## src/rtl/rsl_pkg.sv

```systemverilog
package rsl_pkg;
    typedef enum logic {INT_IDLE, INT_PENDING} int_state_e;

    localparam int WORDS      = 32;
    localparam int WIDX_W     = 5;
    localparam logic [4:0] W_ID    = 5'd0;
    localparam logic [4:0] W_TYPE  = 5'd1;
    localparam logic [4:0] W_CTL   = 5'd2;
    localparam logic [4:0] W_CFG   = 5'd3;
    localparam logic [4:0] W_ATTR  = 5'd4;
    localparam logic [4:0] W_SERH  = 5'd5;
    localparam logic [4:0] W_SERL  = 5'd6;
    localparam logic [4:0] W_VER   = 5'd7;
    localparam logic [4:0] W_STAT  = 5'd13;
    localparam logic [4:0] W_ICTRL = 5'd14;
    localparam logic [4:0] W_SUBC  = 5'd15;
    localparam logic [4:0] W_EXP0  = 5'd16;
endpackage

```

## src/rtl/rsl_decode.sv

```systemverilog
module rsl_decode
    import rsl_pkg::*;
#(
    parameter int GROUPS = 3,
    parameter int GIW    = 2
) (
    input  logic [WIDX_W-1:0] word,
    output logic              hit_exp,
    output logic              hit_gpio,
    output logic [3:0]        exp_idx,
    output logic [GIW-1:0]    grp_idx
);
    localparam logic [4:0] GPIO_BASE = 5'(WORDS - GROUPS);

    logic [4:0] gdiff;

    always_comb begin
        gdiff    = word - GPIO_BASE;
        hit_gpio = (word >= GPIO_BASE);
        hit_exp  = (word >= W_EXP0) && (word < GPIO_BASE);
        exp_idx  = word[3:0];
        grp_idx  = gdiff[GIW-1:0];
    end
endmodule

```

## src/rtl/rsl_gpio_bank.sv

```systemverilog
module rsl_gpio_bank #(
    parameter int GROUPS = 3,
    parameter int GW     = 16,
    parameter int GIW    = 2
) (
    input  logic                 clk,
    input  logic                 rst_n,
    input  logic                 cfg_wr,
    input  logic [GROUPS-1:0]    cfg_bits,
    input  logic                 grp_wr,
    input  logic [GIW-1:0]       grp_idx,
    input  logic [GW-1:0]        wdata,
    input  logic [GROUPS*GW-1:0] pins_in,
    output logic [GW-1:0]        grp_rdata,
    output logic [GROUPS*GW-1:0] pins_out,
    output logic [GROUPS*GW-1:0] pins_oe
);
    logic [GROUPS-1:0] dir_q;
    logic [GW-1:0]     in_slice [GROUPS];

    always_ff @(posedge clk or negedge rst_n) begin
        if (!rst_n)      dir_q <= '0;
        else if (cfg_wr) dir_q <= cfg_bits;
    end

    for (genvar g = 0; g < GROUPS; g++) begin : g_grp
        logic [GW-1:0] lat_q;
        always_ff @(posedge clk or negedge rst_n) begin
            if (!rst_n)                                  lat_q <= '0;
            else if (grp_wr && grp_idx == GIW'(g))       lat_q <= wdata;
        end
        assign pins_out[g*GW +: GW] = lat_q;
        assign pins_oe[g*GW +: GW]  = {GW{dir_q[g]}};
        assign in_slice[g]          = pins_in[g*GW +: GW];
    end

    always_comb begin
        grp_rdata = '1;
        for (int g = 0; g < GROUPS; g++)
            if (grp_idx == GIW'(g)) grp_rdata = in_slice[g];
    end
endmodule

```

## src/rtl/rsl_irq_ctrl.sv

```systemverilog
module rsl_irq_ctrl
    import rsl_pkg::*;
#(
    parameter int LINES = 7,
    parameter int CW    = 3
) (
    input  logic          clk,
    input  logic          rst_n,
    input  logic          usr_irq,
    input  logic [CW-1:0] usr_cause,
    input  logic          stat_rd,
    input  logic          ctrl_wr,
    input  logic [15:0]   wdata,
    output logic          pend,
    output logic [CW-1:0] cause,
    output logic          int_en,
    output logic [2:0]    int_sel,
    output logic [LINES-1:0] irq_n
);
    int_state_e state_q, state_d;
    logic       irq_prev;
    logic       cap;

    assign cap = usr_irq && !irq_prev;

    always_comb begin
        state_d = state_q;
        unique case (state_q)
            INT_IDLE:    if (cap) state_d = INT_PENDING;
            INT_PENDING: if (cap)          state_d = INT_PENDING;
                         else if (stat_rd) state_d = INT_IDLE;
        endcase
    end

    always_ff @(posedge clk or negedge rst_n) begin
        if (!rst_n) begin
            state_q  <= INT_IDLE;
            irq_prev <= 1'b0;
            cause    <= '0;
            int_en   <= 1'b0;
            int_sel  <= '0;
        end else begin
            state_q  <= state_d;
            irq_prev <= usr_irq;
            if (cap) cause <= usr_cause;
            if (ctrl_wr) begin
                int_en  <= wdata[15];
                int_sel <= wdata[2:0];
            end
        end
    end

    always_comb begin
        pend  = (state_q == INT_PENDING);
        irq_n = '1;
        for (int k = 0; k < LINES; k++)
            if (pend && int_en && int_sel == 3'(k + 1)) irq_n[k] = 1'b0;
    end
endmodule

```

## src/rtl/rsl_regslave.sv

```systemverilog
module rsl_regslave
    import rsl_pkg::*;
#(
    parameter int          GROUPS   = 3,
    parameter int          GW       = 16,
    parameter logic [15:0] ID_VAL   = 16'hCEA1,
    parameter logic [15:0] TYPE_VAL = 16'h5A24,
    parameter logic [15:0] ATTR_VAL = 16'hFFFC,
    parameter logic [15:0] SERH_VAL = 16'h0001,
    parameter logic [15:0] SERL_VAL = 16'h2345,
    parameter logic [15:0] VER_VAL  = 16'h0103,
    parameter logic [15:0] SUBC_VAL = 16'hFFFE
) (
    input  logic                 clk,
    input  logic                 rst_n,
    input  logic [5:0]           acc_off,
    input  logic                 rd_en,
    input  logic                 wr_en,
    input  logic [15:0]          wr_data,
    output logic [15:0]          rd_data,
    input  logic [GROUPS*GW-1:0] gpio_in,
    output logic [GROUPS*GW-1:0] gpio_out,
    output logic [GROUPS*GW-1:0] gpio_oe,
    output logic                 exp_rd_stb,
    output logic                 exp_wr_stb,
    output logic [3:0]           exp_addr,
    output logic [15:0]          exp_wdata,
    input  logic [15:0]          exp_rdata,
    input  logic                 usr_irq,
    input  logic [2:0]           usr_cause,
    output logic [6:0]           irq_n
);
    localparam int GIW = (GROUPS > 1) ? $clog2(GROUPS) : 1;

    logic [WIDX_W-1:0] word;
    logic              hit_exp, hit_gpio;
    logic [GIW-1:0]    grp_idx;
    logic [GW-1:0]     grp_rdata;
    logic [15:0]       ctl_q;
    logic              irq_pend, int_en;
    logic [2:0]        irq_cause, int_sel;

    assign word = acc_off[5:1];

    rsl_decode #(.GROUPS(GROUPS), .GIW(GIW)) u_dec (
        .word(word), .hit_exp(hit_exp), .hit_gpio(hit_gpio),
        .exp_idx(exp_addr), .grp_idx(grp_idx)
    );

    rsl_gpio_bank #(.GROUPS(GROUPS), .GW(GW), .GIW(GIW)) u_gpio (
        .clk(clk), .rst_n(rst_n),
        .cfg_wr(wr_en && word == W_CFG), .cfg_bits(wr_data[GROUPS-1:0]),
        .grp_wr(wr_en && hit_gpio), .grp_idx(grp_idx), .wdata(wr_data[GW-1:0]),
        .pins_in(gpio_in), .grp_rdata(grp_rdata),
        .pins_out(gpio_out), .pins_oe(gpio_oe)
    );

    rsl_irq_ctrl #(.LINES(7), .CW(3)) u_irq (
        .clk(clk), .rst_n(rst_n), .usr_irq(usr_irq), .usr_cause(usr_cause),
        .stat_rd(rd_en && word == W_STAT), .ctrl_wr(wr_en && word == W_ICTRL),
        .wdata(wr_data), .pend(irq_pend), .cause(irq_cause),
        .int_en(int_en), .int_sel(int_sel), .irq_n(irq_n)
    );

    always_ff @(posedge clk or negedge rst_n) begin
        if (!rst_n)                     ctl_q <= '0;
        else if (wr_en && word == W_CTL) ctl_q <= wr_data;
    end

    assign exp_rd_stb = rd_en && hit_exp;
    assign exp_wr_stb = wr_en && hit_exp;
    assign exp_wdata  = wr_data;

    always_comb begin
        rd_data = 16'hFFFF;
        if (hit_gpio)     rd_data = 16'(grp_rdata);
        else if (hit_exp) rd_data = exp_rdata;
        else begin
            case (word)
                W_ID:    rd_data = ID_VAL;
                W_TYPE:  rd_data = TYPE_VAL;
                W_CTL:   rd_data = ctl_q;
                W_ATTR:  rd_data = ATTR_VAL;
                W_SERH:  rd_data = SERH_VAL;
                W_SERL:  rd_data = SERL_VAL;
                W_VER:   rd_data = VER_VAL;
                W_STAT:  rd_data = {irq_pend, 12'h000, irq_cause};
                W_ICTRL: rd_data = {int_en, 12'h000, int_sel};
                W_SUBC:  rd_data = SUBC_VAL;
                default: rd_data = 16'hFFFF;
            endcase
        end
    end
endmodule

```

## config.mk

```make
export PLATFORM = sky130hd
export DESIGN_NAME = rsl_regslave
export DESIGN_NICKNAME = d
export VERILOG_FILES = /design/src/rtl/rsl_pkg.sv /design/src/rtl/rsl_decode.sv /design/src/rtl/rsl_gpio_bank.sv /design/src/rtl/rsl_irq_ctrl.sv /design/src/rtl/rsl_regslave.sv
export SDC_FILE = /design/constraint.sdc
export NUM_CORES = 1
export LEC_CHECK = 0
export ABC_CLOCK_PERIOD_IN_PS = 1680
export BUFFER_PORTS_ARGS = -buffer_cell sky130_fd_sc_hd__clkbuf_2
export CAP_MARGIN = 20
export CORE_MARGIN = 2
export CORE_UTILIZATION = 48
export CTS_BUF_LIST = sky130_fd_sc_hd__clkbuf_8
export DETAILED_ROUTE_END_ITERATION = 16
export MAX_ROUTING_LAYER = met4
export PLACE_DENSITY = 0.84
export SYNTH_ARGS = -nofsm -noshare
export SYNTH_HDL_FRONTEND = slang
export SYNTH_SLANG_ARGS = --single-unit
```

## constraint.sdc

```tcl
create_clock -name clk -period 1.68 [get_ports clk]
set_input_delay 0.084 -clock clk [delete_from_list [all_inputs] [get_ports clk]]
set_output_delay 0.084 -clock clk [all_outputs]
set_load 0.01 [all_outputs]
```

# ---- Word-level counts from Yosys, hierarchy flattened
# Cells that the tools add are included.
dict set report classes {
  muxes 17
  n_lt_le_gt_ge 3
  n_eq_ne 19
  n_addsub 1
  reduce_logical 23
  n_bitwise 1
}
# operator count
set op_table {}
lappend op_table {{case mux 16 bit (10 select lines)} 1}
lappend op_table {{2-to-1 mux 16 bit} 5}
lappend op_table {{equality test 5 x 3 -> 1 bit, second input constant} 4}
lappend op_table {{logical AND 1 bit} 20}
lappend op_table {{equality test 5 x 4 -> 1 bit, second input constant} 3}
lappend op_table {{equality test 3 bit, second input constant} 4}
lappend op_table {{equality test 5 x 2 -> 1 bit, second input constant} 2}
lappend op_table {{>= comparator 5 bit, second input constant} 2}
lappend op_table {{2-to-1 mux 1 bit} 10}
lappend op_table {{equality test 3 x 2 -> 1 bit, second input constant} 2}
lappend op_table {{equality test 5 x 1 -> 1 bit, second input constant} 1}
lappend op_table {{zero test 5 bit} 1}
lappend op_table {{less-than comparator 5 bit, second input constant} 1}
lappend op_table {{equality test 3 x 1 -> 1 bit, second input constant} 1}
lappend op_table {{equality test 2 x 1 -> 1 bit, second input constant} 1}
lappend op_table {{equality test 2 bit, second input constant} 1}
lappend op_table {{zero test 2 bit} 1}
lappend op_table {{case mux 1 bit (2 select lines)} 1}
lappend op_table {{subtractor 2 x 1 -> 2 bit, second input constant} 1}
lappend op_table {{zero test 1 bit} 1}
lappend op_table {{inverter 1 bit} 1}
dict set report word_totals {
  output_inout_bits 141
  in_bits 94
  word_cells 74
  reg_bits 76
}

# ---- Longest topological paths before layout
dict set report depth {
  ltp_word 6
  ltp_mapped 6
  ltp_nobuf 4
}

# ---- Modules after synthesis
# A second synthesis with hierarchy kept.
dict set report hier_totals {
  cells_unflattened 405
  hier_area_um2 4593.2
}
# module area_each_um2 cells_each instances seq_area_each_um2
set modules_own_cells {}
lappend modules_own_cells {rsl_gpio_bank 2631.3 192 1 1276.2}
lappend modules_own_cells {rsl_regslave 1466.4 168 1 400.4}
lappend modules_own_cells {rsl_irq_ctrl 401.6 31 1 225.2}
lappend modules_own_cells {rsl_decode 93.8 14 1 0.0}

# ---- Worst setup path before layout
# Ideal clock, no wire load.
dict set report synth_timing {
  path_type {reg-to-output}
  start {reg ctl_q[13]}
  end {out rd_data[13]}
  t_required_ps 1596
  path_stages_with_launch 5
  path_buffers 0
  arrival_time_ps 1201
  slack_ps 395
  path_cell_list {dfrtp_1 > or3_1 > a21oi_1 > a2111oi_0 > a311o_1}
}
dict set report synth_between {
  elab_chain_len 3
}
# item line
set synth_rtl {}
lappend synth_rtl {{start: declaration} rsl_regslave.sv:39} ;# logic [15:0] ctl_q;
lappend synth_rtl {{start signal: assignment} rsl_regslave.sv:67} ;# else if (wr_en && word == W_CTL) ctl_q <= wr_data;
lappend synth_rtl {{case mux 16 bit (10 select lines)} rsl_regslave.sv:79} ;# case (word)
lappend synth_rtl {{2-to-1 mux 16 bit} rsl_regslave.sv:77} ;# else if (hit_exp) rd_data = exp_rdata;
lappend synth_rtl {{2-to-1 mux 16 bit} rsl_regslave.sv:76} ;# if (hit_gpio) rd_data = 16'(grp_rdata);
lappend synth_rtl {{end: declaration} rsl_regslave.sv:20} ;# output logic [15:0] rd_data,
# Every way passes these cells.

# ---- Worst setup path after layout
# Ends and elaborated chain as after synthesis.

==> reports/results.ini <==
[worst_setup_path]
cp_max_fo=2
path_cells=or3_4, a21oi_2, a2111oi_1, a311o_1, clkbuf_2
startpoint_type=register
critPathSlowestCell=or3_4
endpoint_kind=output pin
r2r_slack_ns=0.53
worstPathArrival_ns=1.71
path_class=reg2out
cpPeakStageDelay_ns=0.39
worst_ep_required_time_ns=1.60

[global_routing]
grt_pass1_wl_um=18500
antenna_found_initial=0
track_usage_pct=23.7
grt_max_degree=44
grt_overflow=0
grt_pass1_vias=3698

[clocking]
cts_tree=done
clkSinkCount=76
clk_pin_slew_ns=0.08
cts_buffer_depth=2
cts_root_buffer=clkbuf_8
clock_latency_ns=0.33
htree_levels=3
cts_made_buffers=9

[yosys]
synth_cell_types=48
synth_flop_cell=dfrtp_1
synthArstFlopShare_pct=100
syn_nets=517
syn_area_mm2=0.00463
synthesis.instances=423
ys_seq_elements=76
synth-edff-count=0
ys.warnings.count=0
syn_avg_cell_area_um2=10.9
yosysSeqAreaShare_pct=41.1

[timing]
fmax_mhz=557
hold_viol_final=0
drv_slew=0
max_slew_margin_pct=66.0
fin_worst_skew_ns=0.00858
period_share_pct=107
setup-tns-final_ns=-0.324
finalSetupViolCount=5
min_period_ns=1.79
rsz0062_at_grt=yes
worst_pin_slew_ns=0.508
fin_ws_ns=-0.115

[drt]
wl_per_cell_um=17.0
num_vias=3916
via_per_inst=5.28
drc=0
drt_iter0_drc=237
drtPass1Iterations=5
wirelength_um=12600
ant_nets=0

[placed_design]
pre_cts_ws_ns=0.0179
hpwl_um=9590
dp.cells=717
place_area_mm2=0.00552
place_congestion=0.838
io_buffers=233

[hold_path]
min_path_type=in2reg

[power_and_ir_drop]
vdd_drop_max_uv=743
leakage_nw=3.13
p_per_area_mw_per_mm2=984

[floorplan]
die_h_um=102
fp-row-count=35
dieArea_mm2=0.0104
die_x_um=102
start_util_pct=49.9
core_area_mm2=0.00928
ios=235

[final_layout]
fin_util_pct=63.1
drive_above_1_share_pct=56.9
final_cell_count_no_fill=742
final_nets=703
final_common_cell=clkbuf_2
final_cell_mix=clkbuf_2 (231), dfrtp_1 (75), mux2_2 (43)
design_area_mm2=0.00585
antennaDiodeCount=0
area_growth_pct=26.4

[run_status]
status=finished, violations left
violations=negative setup slack

[flow_run]
max_cap_violations=0

==> per-stage QoR <==
stage | power (mW) | hold slack [ns]
6_report | 5.76 | 0.0315
2_1_floorplan | 3.62 | -0.212
3_3_place_gp | 4.14 | 0.0467
4_1_cts | 5.79 | 0.0199
5_1_grt | 6.08 | 0.0399
3_5_place_dp | 4.20 | 0.0575
==> critical path: cells and delay by family, from the launching register on <==
kind | cells | cell delay, ns
DFF | 1 | 0.38
buffers and inverters | 1 | 0.12
and+or+nand+nor | 1 | 0.39
AOI/OAI and AO/OA | 3 | 0.48
==> report_power, final <==
| group | total (mW) | leakage [nW] | internal (mW) | switching (mW) |
|---|---|---|---|---|
| logic | 1.78 | 2.06 | 0.882 | 0.902 |
| clock network | 1.54 | 0.111 | 0.908 | 0.637 |
| registers | 2.43 | 0.962 | 2.18 | 0.256 |
==> flip-flops by register name, indices dropped and copies added, names as in the netlist <==
register            flops
u_irq.cause             3
ctl_q                  16
u_irq.pend              1
u_gpio.dir_q            3
u_irq.int_sel           3
u_irq.irq_prev          1
u_irq.int_en            1
u_gpio.g_grp.lat_q     48
==> routing by layer <==
metal,vias to the layer above,global-route usage [%],wire length (um)
li1,1834,-,-
met1,1894,29.3,5230
met2,170,41.0,6490
met5,-,-,0
met4,0,6.87,165
met3,18,2.74,691
==> area by class of cell <==
| cell class | instances | area [um2] |
|---|---|---|
| inverters | 3 | 11.3 |
| well taps | 129 | 161 |
| clock buffers | 11 | 151 |
| clock inverters | 4 | 72.6 |
| multi-input cells | 252 | 2090 |
| flip-flops and latches | 76 | 1900 |
| fillers | 771 | 3430 |
| repair buffers | 267 | 1460 |
==> cells by family after synthesis <==
| family | synth area share (%) |
|---|---|
| multiplexers | 22.5 |
| buffers and inverters | 14.4 |
| AO/OA/AOI/OAI | 13.3 |
| flip-flops | 41.1 |
| AND/OR/NAND/NOR | 8.73 |
==> synthesized netlist by cell type (2+ instances only) <==
| master | number | area share (%) |
|---|---|---|
| o211ai_1 | 2 | 0.32 |
| nor2_8 | 3 | 1.3 |
| a22oi_1 | 4 | 0.65 |
| and3_1 | 4 | 0.54 |
| inv_1 | 2 | 0.16 |
| a21o_1 | 2 | 0.32 |
| buf_4 | 71 | 12 |
| a311o_1 | 5 | 1.1 |
| nor2b_1 | 5 | 0.68 |
| a2bb2oi_1 | 2 | 0.38 |
| nand2b_1 | 4 | 0.54 |
| mux2i_1 | 17 | 3.7 |
| nand2_1 | 19 | 1.5 |
| o22ai_1 | 7 | 0.95 |
| a211oi_1 | 9 | 1.5 |
| a211o_1 | 3 | 0.57 |
| a31oi_1 | 6 | 0.81 |
| nor3_1 | 3 | 0.32 |
| nor2_1 | 15 | 1.2 |
| dfrtp_1 | 76 | 41 |
| mux2_1 | 21 | 5.1 |
| a2111oi_0 | 2 | 0.38 |
| mux2_4 | 10 | 3.2 |
| o21ba_2 | 3 | 0.65 |
| or3_1 | 5 | 0.68 |
| clkbuf_1 | 7 | 0.57 |
| mux2_2 | 43 | 10 |
| a22o_1 | 5 | 0.95 |
| o21ai_0 | 21 | 2.3 |
| buf_6 | 4 | 0.97 |
| buf_2 | 10 | 1.1 |
| nand3_1 | 4 | 0.43 |
| a21oi_1 | 14 | 1.5 |
==> path summary, 6_finish.rpt <==
path                                                       start                                    end  cells past startpoint
max                                        ctl_q[13]$_DFFE_PN0P_                            rd_data[13]                      5
min                                                   wr_data[6]   u_gpio.g_grp[2].lat_q[6]$_DFFE_PN0P_                      2
max reg2reg                             u_irq.irq_prev$_DFF_PN0_             u_irq.cause[1]$_DFFE_PN0P_                      2
min reg2reg                u_gpio.g_grp[2].lat_q[13]$_DFFE_PN0P_  u_gpio.g_grp[2].lat_q[13]$_DFFE_PN0P_                      1
max in group asynchronous                                  rst_n                  ctl_q[10]$_DFFE_PN0P_                      3
min in group asynchronous                                  rst_n   u_gpio.g_grp[1].lat_q[8]$_DFFE_PN0P_                      2
==> timing repair <==
item / 4_1_cts / 5_1_grt
pin swaps: 3 / 6
hold endpoints to repair: 37 / 0
hold buffers: 5 / 0
buffers inserted: 3 / 2
gates resized for setup: 3 / 6
setup endpoints to repair: 6 / 10
(Power assumes the default switching activity.)
